==> config.mk <==
export PLATFORM = sky130hd
export DESIGN_NAME = irq_slot_router
export DESIGN_NICKNAME = d
export VERILOG_FILES = /design/src/rtl/irq_router_pkg.sv /design/src/rtl/irq_level_store.sv /design/src/rtl/irq_route_regs.sv /design/src/rtl/irq_steer.sv /design/src/rtl/irq_slot_router.sv
export SDC_FILE = /design/constraint.sdc
export NUM_CORES = 1
export LEC_CHECK = 0
export ABC_CLOCK_PERIOD_IN_PS = 3350
export BUFFER_PORTS_ARGS = -buffer_cell sky130_fd_sc_hd__buf_2
export CAP_MARGIN = 20
export CORE_MARGIN = 2
export CORE_UTILIZATION = 50
export CTS_CLUSTER_DIAMETER = 100
export DETAILED_ROUTE_END_ITERATION = 12
export MAX_ROUTING_LAYER = met4
export PLACE_DENSITY = 0.69
export SLEW_MARGIN = 20
export SYNTH_ARGS = -nofsm -noshare
export SYNTH_HDL_FRONTEND = slang
export SYNTH_SLANG_ARGS = --single-unit
==> constraint.sdc <==
create_clock -name clk -period 3.35 [get_ports clk]
set_clock_uncertainty 0.15 [all_clocks]
set_input_delay 0.335 -clock clk [delete_from_list [all_inputs] [get_ports clk]]
set_output_delay 0.335 -clock clk [all_outputs]
set_load 0.02 [all_outputs]
==> src/rtl/irq_router_pkg.sv <==
package irq_router_pkg;
    localparam int NUM_LINES = 4;
    localparam int LINE_W    = 2;
    localparam int ROUTE_W   = 8;
    localparam int SLOT_LSB  = 3;   // device number starts here in the bus address
    localparam int ADDR_W    = 8;

    typedef logic [ROUTE_W-1:0] route_t;
    typedef logic [LINE_W-1:0]  line_idx_t;

    localparam route_t ROUTE_RESET = 8'h80;
endpackage

==> src/rtl/irq_level_store.sv <==
module irq_level_store
    import irq_router_pkg::*;
#(
    parameter  int NUM_DEV = 64,
    localparam int DEV_W   = (NUM_DEV > 1) ? $clog2(NUM_DEV) : 1
) (
    input  logic                 clk,
    input  logic                 rst_n,
    input  logic                 upd_valid,
    input  logic [DEV_W-1:0]     upd_dev,
    input  line_idx_t            upd_line,
    input  logic                 upd_level,
    output logic [NUM_LINES-1:0] line_active
);
    typedef struct packed {
        logic [NUM_LINES-1:0][NUM_DEV-1:0] bits;
    } store_t;

    store_t st_d, st_q;

    always_comb begin
        st_d = st_q;
        if (upd_valid) begin
            st_d.bits[upd_line][upd_dev] = upd_level;
        end
    end

    always_ff @(posedge clk or negedge rst_n) begin
        if (!rst_n) begin
            st_q <= '0;
        end else begin
            st_q <= st_d;
        end
    end

    for (genvar j = 0; j < NUM_LINES; j++) begin : g_line_or
        assign line_active[j] = |st_q.bits[j];
    end
endmodule

==> src/rtl/irq_route_regs.sv <==
module irq_route_regs
    import irq_router_pkg::*;
#(
    parameter logic [ADDR_W-1:0] ROUTE_BASE = 8'h60
) (
    input  logic                   clk,
    input  logic                   rst_n,
    input  logic                   cfg_we,
    input  logic [ADDR_W-1:0]      cfg_addr,
    input  route_t                 cfg_wdata,
    output route_t [NUM_LINES-1:0] route_q
);
    typedef struct packed {
        route_t [NUM_LINES-1:0] regs;
    } regs_t;

    regs_t rg_d, rg_q;
    logic  hit;

    assign hit = (cfg_addr[ADDR_W-1:LINE_W] == ROUTE_BASE[ADDR_W-1:LINE_W]);

    always_comb begin
        rg_d = rg_q;
        if (cfg_we && hit) begin
            rg_d.regs[cfg_addr[LINE_W-1:0]] = cfg_wdata;
        end
    end

    always_ff @(posedge clk or negedge rst_n) begin
        if (!rst_n) begin
            rg_q.regs <= {NUM_LINES{ROUTE_RESET}};
        end else begin
            rg_q <= rg_d;
        end
    end

    assign route_q = rg_q.regs;
endmodule

==> src/rtl/irq_steer.sv <==
module irq_steer
    import irq_router_pkg::*;
#(
    parameter  int NUM_IRQ = 16,
    localparam int IDX_W   = (NUM_IRQ > 1) ? $clog2(NUM_IRQ) : 1
) (
    input  logic [NUM_LINES-1:0]   line_active,
    input  route_t [NUM_LINES-1:0] route,
    output logic [NUM_IRQ-1:0]     irq_next
);
    logic [NUM_LINES-1:0] line_en;

    for (genvar j = 0; j < NUM_LINES; j++) begin : g_en
        assign line_en[j] = !route[j][ROUTE_W-1] &&
                            ({1'b0, route[j][ROUTE_W-2:0]} < ROUTE_W'(NUM_IRQ));
    end

    always_comb begin
        irq_next = '0;
        for (int j = 0; j < NUM_LINES; j++) begin
            if (line_active[j] && line_en[j]) begin
                irq_next[route[j][IDX_W-1:0]] = 1'b1;
            end
        end
    end
endmodule

==> src/rtl/irq_slot_router.sv <==
module irq_slot_router
    import irq_router_pkg::*;
#(
    parameter  int                NUM_DEV    = 64,
    parameter  int                NUM_IRQ    = 16,
    parameter  logic [ADDR_W-1:0] ROUTE_BASE = 8'h60,
    localparam int                DEV_W      = (NUM_DEV > 1) ? $clog2(NUM_DEV) : 1
) (
    input  logic               clk,
    input  logic               rst_n,
    input  logic               evt_valid,
    input  logic [DEV_W-1:0]   evt_dev,
    input  logic [ADDR_W-1:0]  evt_devfn,
    input  logic [LINE_W-1:0]  evt_pin,
    input  logic               evt_level,
    input  logic               cfg_we,
    input  logic [ADDR_W-1:0]  cfg_addr,
    input  logic [ROUTE_W-1:0] cfg_wdata,
    output logic [NUM_IRQ-1:0] irq_out
);
    typedef struct packed {
        logic [NUM_IRQ-1:0] irq;
    } out_t;

    line_idx_t              evt_line;
    logic [NUM_LINES-1:0]   line_active;
    route_t [NUM_LINES-1:0] route_q;
    logic [NUM_IRQ-1:0]     irq_next;
    out_t                   out_d, out_q;

    // rotate the pin by the low bits of the device number (mod 4)
    assign evt_line = evt_pin + evt_devfn[SLOT_LSB+LINE_W-1:SLOT_LSB];

    irq_level_store #(.NUM_DEV(NUM_DEV)) u_store (
        .clk         (clk),
        .rst_n       (rst_n),
        .upd_valid   (evt_valid),
        .upd_dev     (evt_dev),
        .upd_line    (evt_line),
        .upd_level   (evt_level),
        .line_active (line_active)
    );

    irq_route_regs #(.ROUTE_BASE(ROUTE_BASE)) u_regs (
        .clk       (clk),
        .rst_n     (rst_n),
        .cfg_we    (cfg_we),
        .cfg_addr  (cfg_addr),
        .cfg_wdata (cfg_wdata),
        .route_q   (route_q)
    );

    irq_steer #(.NUM_IRQ(NUM_IRQ)) u_steer (
        .line_active (line_active),
        .route       (route_q),
        .irq_next    (irq_next)
    );

    always_comb begin
        out_d     = out_q;
        out_d.irq = irq_next;
    end

    always_ff @(posedge clk or negedge rst_n) begin
        if (!rst_n) begin
            out_q <= '0;
        end else begin
            out_q <= out_d;
        end
    end

    assign irq_out = out_q.irq;
endmodule

==> results of run 1 <==
-- repair_timing --
| item | CTS | global route |
|---|---|---|
| buffers inserted | 0 | 0 |
| hold buffers | 7 | 0 |
| hold endpoints to repair | 106 | 0 |
| endpoints found under the setup margin | 0 | 0 |
-- how the worst max path moves through the flow --
stage	to	depth (start not counted)	slack [ps]
3_5_place_dp	irq_out[5]$_DFF_PN0_	5	680
5_1_grt	irq_out[4]$_DFF_PN0_	5	560
4_1_cts	irq_out[5]$_DFF_PN0_	5	680
6_report	irq_out[5]$_DFF_PN0_	5	600
2_1_floorplan	u_store.st_q[136]$_DFFE_PN0P_	8	1310
3_3_place_gp	irq_out[5]$_DFF_PN0_	5	650
-- sequential cells by signal, summed over array words and instances, names as in the netlist --
| name | flops |
|---|---|
| irq_out | 16 |
| u_regs.route_q | 32 |
| u_store.st_q | 256 |
-- through the flow --
stage	area [sq um]	util (%)	std cells	hold WS [ps]	setup WS, ps
6_report	16340	57.08	1791	14.81	604.9
5_1_grt	16340	57.08	1791	11.78	564.1
4_1_cts	16330	57.04	1787	3.809	677.3
3_5_place_dp	15070	52.64	1721	257.6	684.3
3_3_place_gp	15070	52.64	1721	254.7	647.3
2_1_floorplan	14460	-	1351	-110.6	1309
-- layout make-up --
type | count | area [sq um] | share of cell area, %
clock buffers | 52 | 1102 | 6.747
multi-input cells | 962 | 6457 | 39.52
repair buffers | 77 | 584.3 | 3.576
clock inverters | 7 | 87.58 | 0.5361
inverters | 1 | 3.754 | 0.02297
well taps | 384 | 480.5 | 2.941
flip-flops and latches | 304 | 7612 | 46.59
diodes | 4 | 10.01 | 0.06127
-- cell usage after synthesis, drive strengths merged --
master and number:
dfrtp 300, mux2 288, nand2 225, nor2 207, nor4 76, buf 47
nand4 38, clkbuf 37, nor3 33, nand3 22, nand2b 16, nand4b 9
nor2b 9, or4 8, a32oi 4, dfstp 4, nand3b 4, nor3b 4
a22oi 3, and2 2, and3 2, and3b 2, o211ai 2, or2 2
or3b 2, ha 1, inv 1, or3 1, xnor2 1, xor2 1
-- logic make-up after synthesis --
logic type,after synthesis
xor+xnor,2
compound gates,9
fa+ha+maj,1
flops,304
simple gates,662
buf+inv,85
mux,288
-- power breakdown --
part           switching, W  internal [W]  total [W]
combinational      0.000642      0.000378    0.00102
sequential         0.000130       0.00390    0.00402
clock               0.00146       0.00241    0.00388
-- per-layer routing --
layer / up-vias / share of wire, %
met2: 242 / 47
met5: - / 0
li1: 4792 / -
met4: 0 / 2.3
met3: 58 / 4.3
met1: 5085 / 47
-- worst max-delay path, stage by stage (launching register included) --
cell,delay [ps]
dfrtp_1,380
nor4_1,400
nand4_1,270
or4_1,890
a32oi_1,380
nand3_1,140
==> run metrics, run 1 <==
Worst setup SP type flip-flop; R2R Setup Slk 600 ps; DRC 0; setup TNS 0 ps; Max clock buf depth 3; DIE HEIGHT 174.0 um; PwrDens 546.0 mW/mm^2; Total GRT Usage 22.81%; worst-path maximum fanout 16; largest net degree at the start of global routing 111; largest family of logic cells by synthesized area multiplexers; GPL Wtd Cong 0.8836; Synth Area in XOR/XNOR 0.1212%; worst setup path startpoint u_store.st_q[134]$_DFFE_PN0P_; Synth Net Count 1389; TritonCTS Buffers 34; Worst EP arrival 2960 ps; Yosys cell types 40; clock latency on the worst-skew pair 500 ps; Power, Total 0.008920 W; DR WL/cell 18.47 um; Final period util 81.94%; met3 Use GR 3.062%; mux share of post-synthesis cell area 22.43%; relative slew slack 47.75%; Hold Path Cell Cnt 2; GR peak layer met2; most frequent cells in the layout 300 x dfrtp_1, 246 x mux2_2, 225 x nand2_1, 207 x nor2_1, 72 x nor4_1; Reg2Reg Depth 5; DIE AREA 0.03029 sq mm; Reg clk slew, reported paths 60 ps; # rows 62; YS warnings 0; starting density of the core 50.51%; Hold Violations, Final 0; unrepaired setup endpoints after global routing no; Seq/Total Area, Yosys 52.65%; post-synthesis register bit count 304; Post-Synthesis Cells 1351; layout cells sized above 1 27.80%; routed wire length 33070 um; Crit. End Element flip-flop; # setup viols final 0; met1 Use GR 32.05%; Synth Area in Compound Gates 0.5019%; io pins 53; Core Area 0.02863 sq mm; Final #Nets 1418; area delta synth->final 13.01%; R2R Path End irq_out[5]$_DFF_PN0_; CTS sink count 304; Synth area leaders dfrtp_1 52%, mux2_2 19%, nand2_1 5.8%; Pre-antenna DRT Iters 5; worst reg2reg path startpoint u_store.st_q[134]$_DFFE_PN0P_; Detail Route Antenna Nets 0; CTS tree yes; grt total ovfl 0; post-synthesis simple-gate area fraction 21.40%; outcome finished clean; Die Span X 174.0 um; IO buf count 46; post-synthesis area per instance 10.70 sq um; worst min-delay path endpoint u_regs.route_q[16]$_DFFE_PN0P_; post-layout min period 2745 ps; total number of vias 10.18k; most common cell after layout, fill and taps aside dfrtp_1; hold_sp cfg_wdata[0]; Worst Path Required 3570 ps; Cell Area, Synth 0.01446 sq mm; Synth top area share 51.93%; H-tree levels 2; CTS root buf clkbuf_16; Initial DRC Count 816; DP HPWL 21360 um; Post-CTS Resized 0; Hold WC Path Type in2reg; fin. max-slew vios 0; area leader, netlist dfrtp_1; met2 usage 34.93%; first-pass GRT wire length 54170 um; Setup CP Type reg2reg; max-cap viol count 0; FILL cells 2388; drt via density 5.682; Worst Tran Pin Value 777.3 ps; antenna violations before repair 4; Max Clk Rate 0.3643 GHz; vias in the first global route 10.22k; maximum VDD drop 0.3456 mV; post-synthesis adder-cell area fraction 0.08654%; Static Leak 7.551 nW
(Power assumes the default switching activity.)
==> run 2: changes to the inputs <==
--- a/config.mk
+++ b/config.mk
@@ -5,7 +5,7 @@
 export SDC_FILE = /design/constraint.sdc
 export NUM_CORES = 1
 export LEC_CHECK = 0
-export ABC_CLOCK_PERIOD_IN_PS = 3350
+export ABC_CLOCK_PERIOD_IN_PS = 2200
 export BUFFER_PORTS_ARGS = -buffer_cell sky130_fd_sc_hd__buf_2
 export CAP_MARGIN = 20
 export CORE_MARGIN = 2
@@ -13,7 +13,7 @@
 export CTS_CLUSTER_DIAMETER = 100
 export DETAILED_ROUTE_END_ITERATION = 12
 export MAX_ROUTING_LAYER = met4
-export PLACE_DENSITY = 0.69
+export PLACE_DENSITY = 0.71
 export SLEW_MARGIN = 20
 export SYNTH_ARGS = -nofsm -noshare
 export SYNTH_HDL_FRONTEND = slang
==> constraint.sdc (replaced) <==
create_clock -name clk -period 2.2 [get_ports clk]
set_clock_uncertainty 0.15 [all_clocks]
set_input_delay 0.22 -clock clk [delete_from_list [all_inputs] [get_ports clk]]
set_output_delay 0.22 -clock clk [all_outputs]
set_load 0.02 [all_outputs]
==> run metrics, run 2 (same netlist as run 1, synthesis figures left out) <==
Total GRT Usage 23.52%; Crit. End Element flip-flop; Cells after DPL 1759; Setup CP Type reg2reg; io pins 53; Non-Filler Instances 1832; setup TNS -1760 ps; area delta synth->final 16.85%; IO buf count 46; PwrDens 808.0 mW/mm^2; post-layout min period 2412 ps; vias in the first global route 10.63k; maximum VDD drop 0.5754 mV; Final #Nets 1461; Pre-antenna DRT Iters 7; drt via density 5.771; Detail Route Antenna Nets 0; # setup viols final 16; most flop-heavy register u_store.st_q; H-tree levels 2; Max Clk Rate 0.4146 GHz; max-cap viol count 0; DIE HEIGHT 174.0 um; fin. max-slew vios 0; relative slew slack 62.68%; Hold Violations, Final 0; Core Area 0.02863 sq mm; first-pass GRT wire length 55900 um; DR WL/cell 18.92 um; layout cells sized above 1 31.28%; starting density of the core 50.51%; most frequent CP cell nand4_1; largest stage delay on the critical path 680 ps; most frequent cells in the layout 300 x dfrtp_1, 246 x mux2_2, 224 x nand2_1, 207 x nor2_1, 53 x nor4_1; DIE AREA 0.03029 sq mm; Max clock buf depth 3; Final Core Density 59.02%; Worst EP arrival 2640 ps; # rows 62; worst-path maximum fanout 6; TritonCTS Buffers 35; Hold WC Path Type in2reg; max FFs per register 256; Worst setup SP type flip-flop; antenna violations before repair 0; DRC 0; Initial DRC Count 834; critical path cell sequence nor4_2 -> buf_4 -> nand4_1 -> or4_4 -> buf_12 -> nand4_1 -> o211ai_1; Power, Total 0.01365 W; DP HPWL 22430 um; CTS tree yes; clock latency on the worst-skew pair 530 ps; grt total ovfl 0; routed wire length 34670 um; Die Span X 174.0 um; slowest CP cell or4_4; unrepaired setup endpoints after global routing yes; total number of vias 10.57k; Final period util 109.6%; Static Leak 7.808 nW; Reg clk slew, reported paths 60 ps; antenna fix cells 0; CTS sink count 304; Setup WS post-layout -212.0 ps; violated checks setup timing; most common cell after layout, fill and taps aside dfrtp_1; Worst Setup Slack post-DPL -292.4 ps; Worst Tran Pin Value 559.9 ps; outcome finished with violations; FILL cells 2372; GPL Wtd Cong 0.9733; largest net degree at the start of global routing 73; CTS root buf clkbuf_16; Worst Path Required 2430 ps
## run 2: cell types whose count changed in the layout (fill, tap and decap cells not counted), moves of 3 or more
cell and change:
or4_4 +3, inv_6 +3, or4_1 -3, nor4_4 +3
buf_4 +26, buf_12 +10, nor4_1 -19, nor4_2 +16
clkbuf_1 +5, diode_2 -4
## run 2: area by class of cell
type                       count  area (sq um)  area share, %
sequential                   304          7612          45.06
multi-input combinational    963          6638          39.29
timing repair buffer         118          1054          6.236
clock buffer                  53          1044          6.177
tap                          384         480.5          2.844
clock inverter                 9         62.56         0.3703
inverter                       1         3.754        0.02222
## run 2: power breakdown
part	leakage [nW]	internal (W)	switching, W
logic	3.09	0.000816	0.00108
clock network	0.546	0.00328	0.00231
registers	4.17	0.00593	0.000218
total	7.81	0.0100	0.00362
## run 2: timing repair
item,in CTS,in global routing
gates cloned,1,1
buffers inserted,0,2
resized for setup,20,14
endpoints found under the hold margin,330,0
pin swaps,7,10
hold buffers,9,0
setup endpoints to repair,16,16
## run 2: path summary, 6_finish.rpt
check	cells past startpoint	startpoint	end	slack, ps
max in group asynchronous	3	rst_n	u_regs.route_q[15]$_DFFE_PN1P_	1080
setup reg to reg	7	u_store.st_q[17]$_DFFE_PN0P_	irq_out[14]$_DFF_PN0_	-210
hold reg to reg	1	u_store.st_q[129]$_DFFE_PN0P_	u_store.st_q[129]$_DFFE_PN0P_	340
hold / removal	3	cfg_addr[0]	u_regs.route_q[6]$_DFFE_PN0P_	20
min in group asynchronous	2	rst_n	u_store.st_q[144]$_DFFE_PN0P_	90
setup / recovery	7	u_store.st_q[17]$_DFFE_PN0P_	irq_out[14]$_DFF_PN0_	-210
## run 2: worst max-delay path, delay by kind of cell, from the launching register on
kind | cells | cell delay (ps)
simple gates | 4 | 1280
flops | 1 | 400
buf+inv | 2 | 320
compound gates | 1 | 120
## run 2: layer usage
| metal | global-route usage, % | part of all wire, % | vias to the layer above |
|---|---|---|---|
| li1 | - | - | 4890 |
| met1 | 32.30 | 45 | 5342 |
| met2 | 36.50 | 47 | 284 |
| met3 | 3.587 | 5.4 | 56 |
| met4 | 6.828 | 2.2 | 0 |
| met5 | - | 0 | - |
## run 2: per-stage QoR
step / cell area [sq um] / hold WS, ps
6_report: 16890 / 21.87
5_1_grt: 16890 / 33.82
4_1_cts: 16820 / 14.66
3_5_place_dp: 15480 / 59.52
3_3_place_gp: 15480 / 67.64
2_1_floorplan: 14460 / -225.6
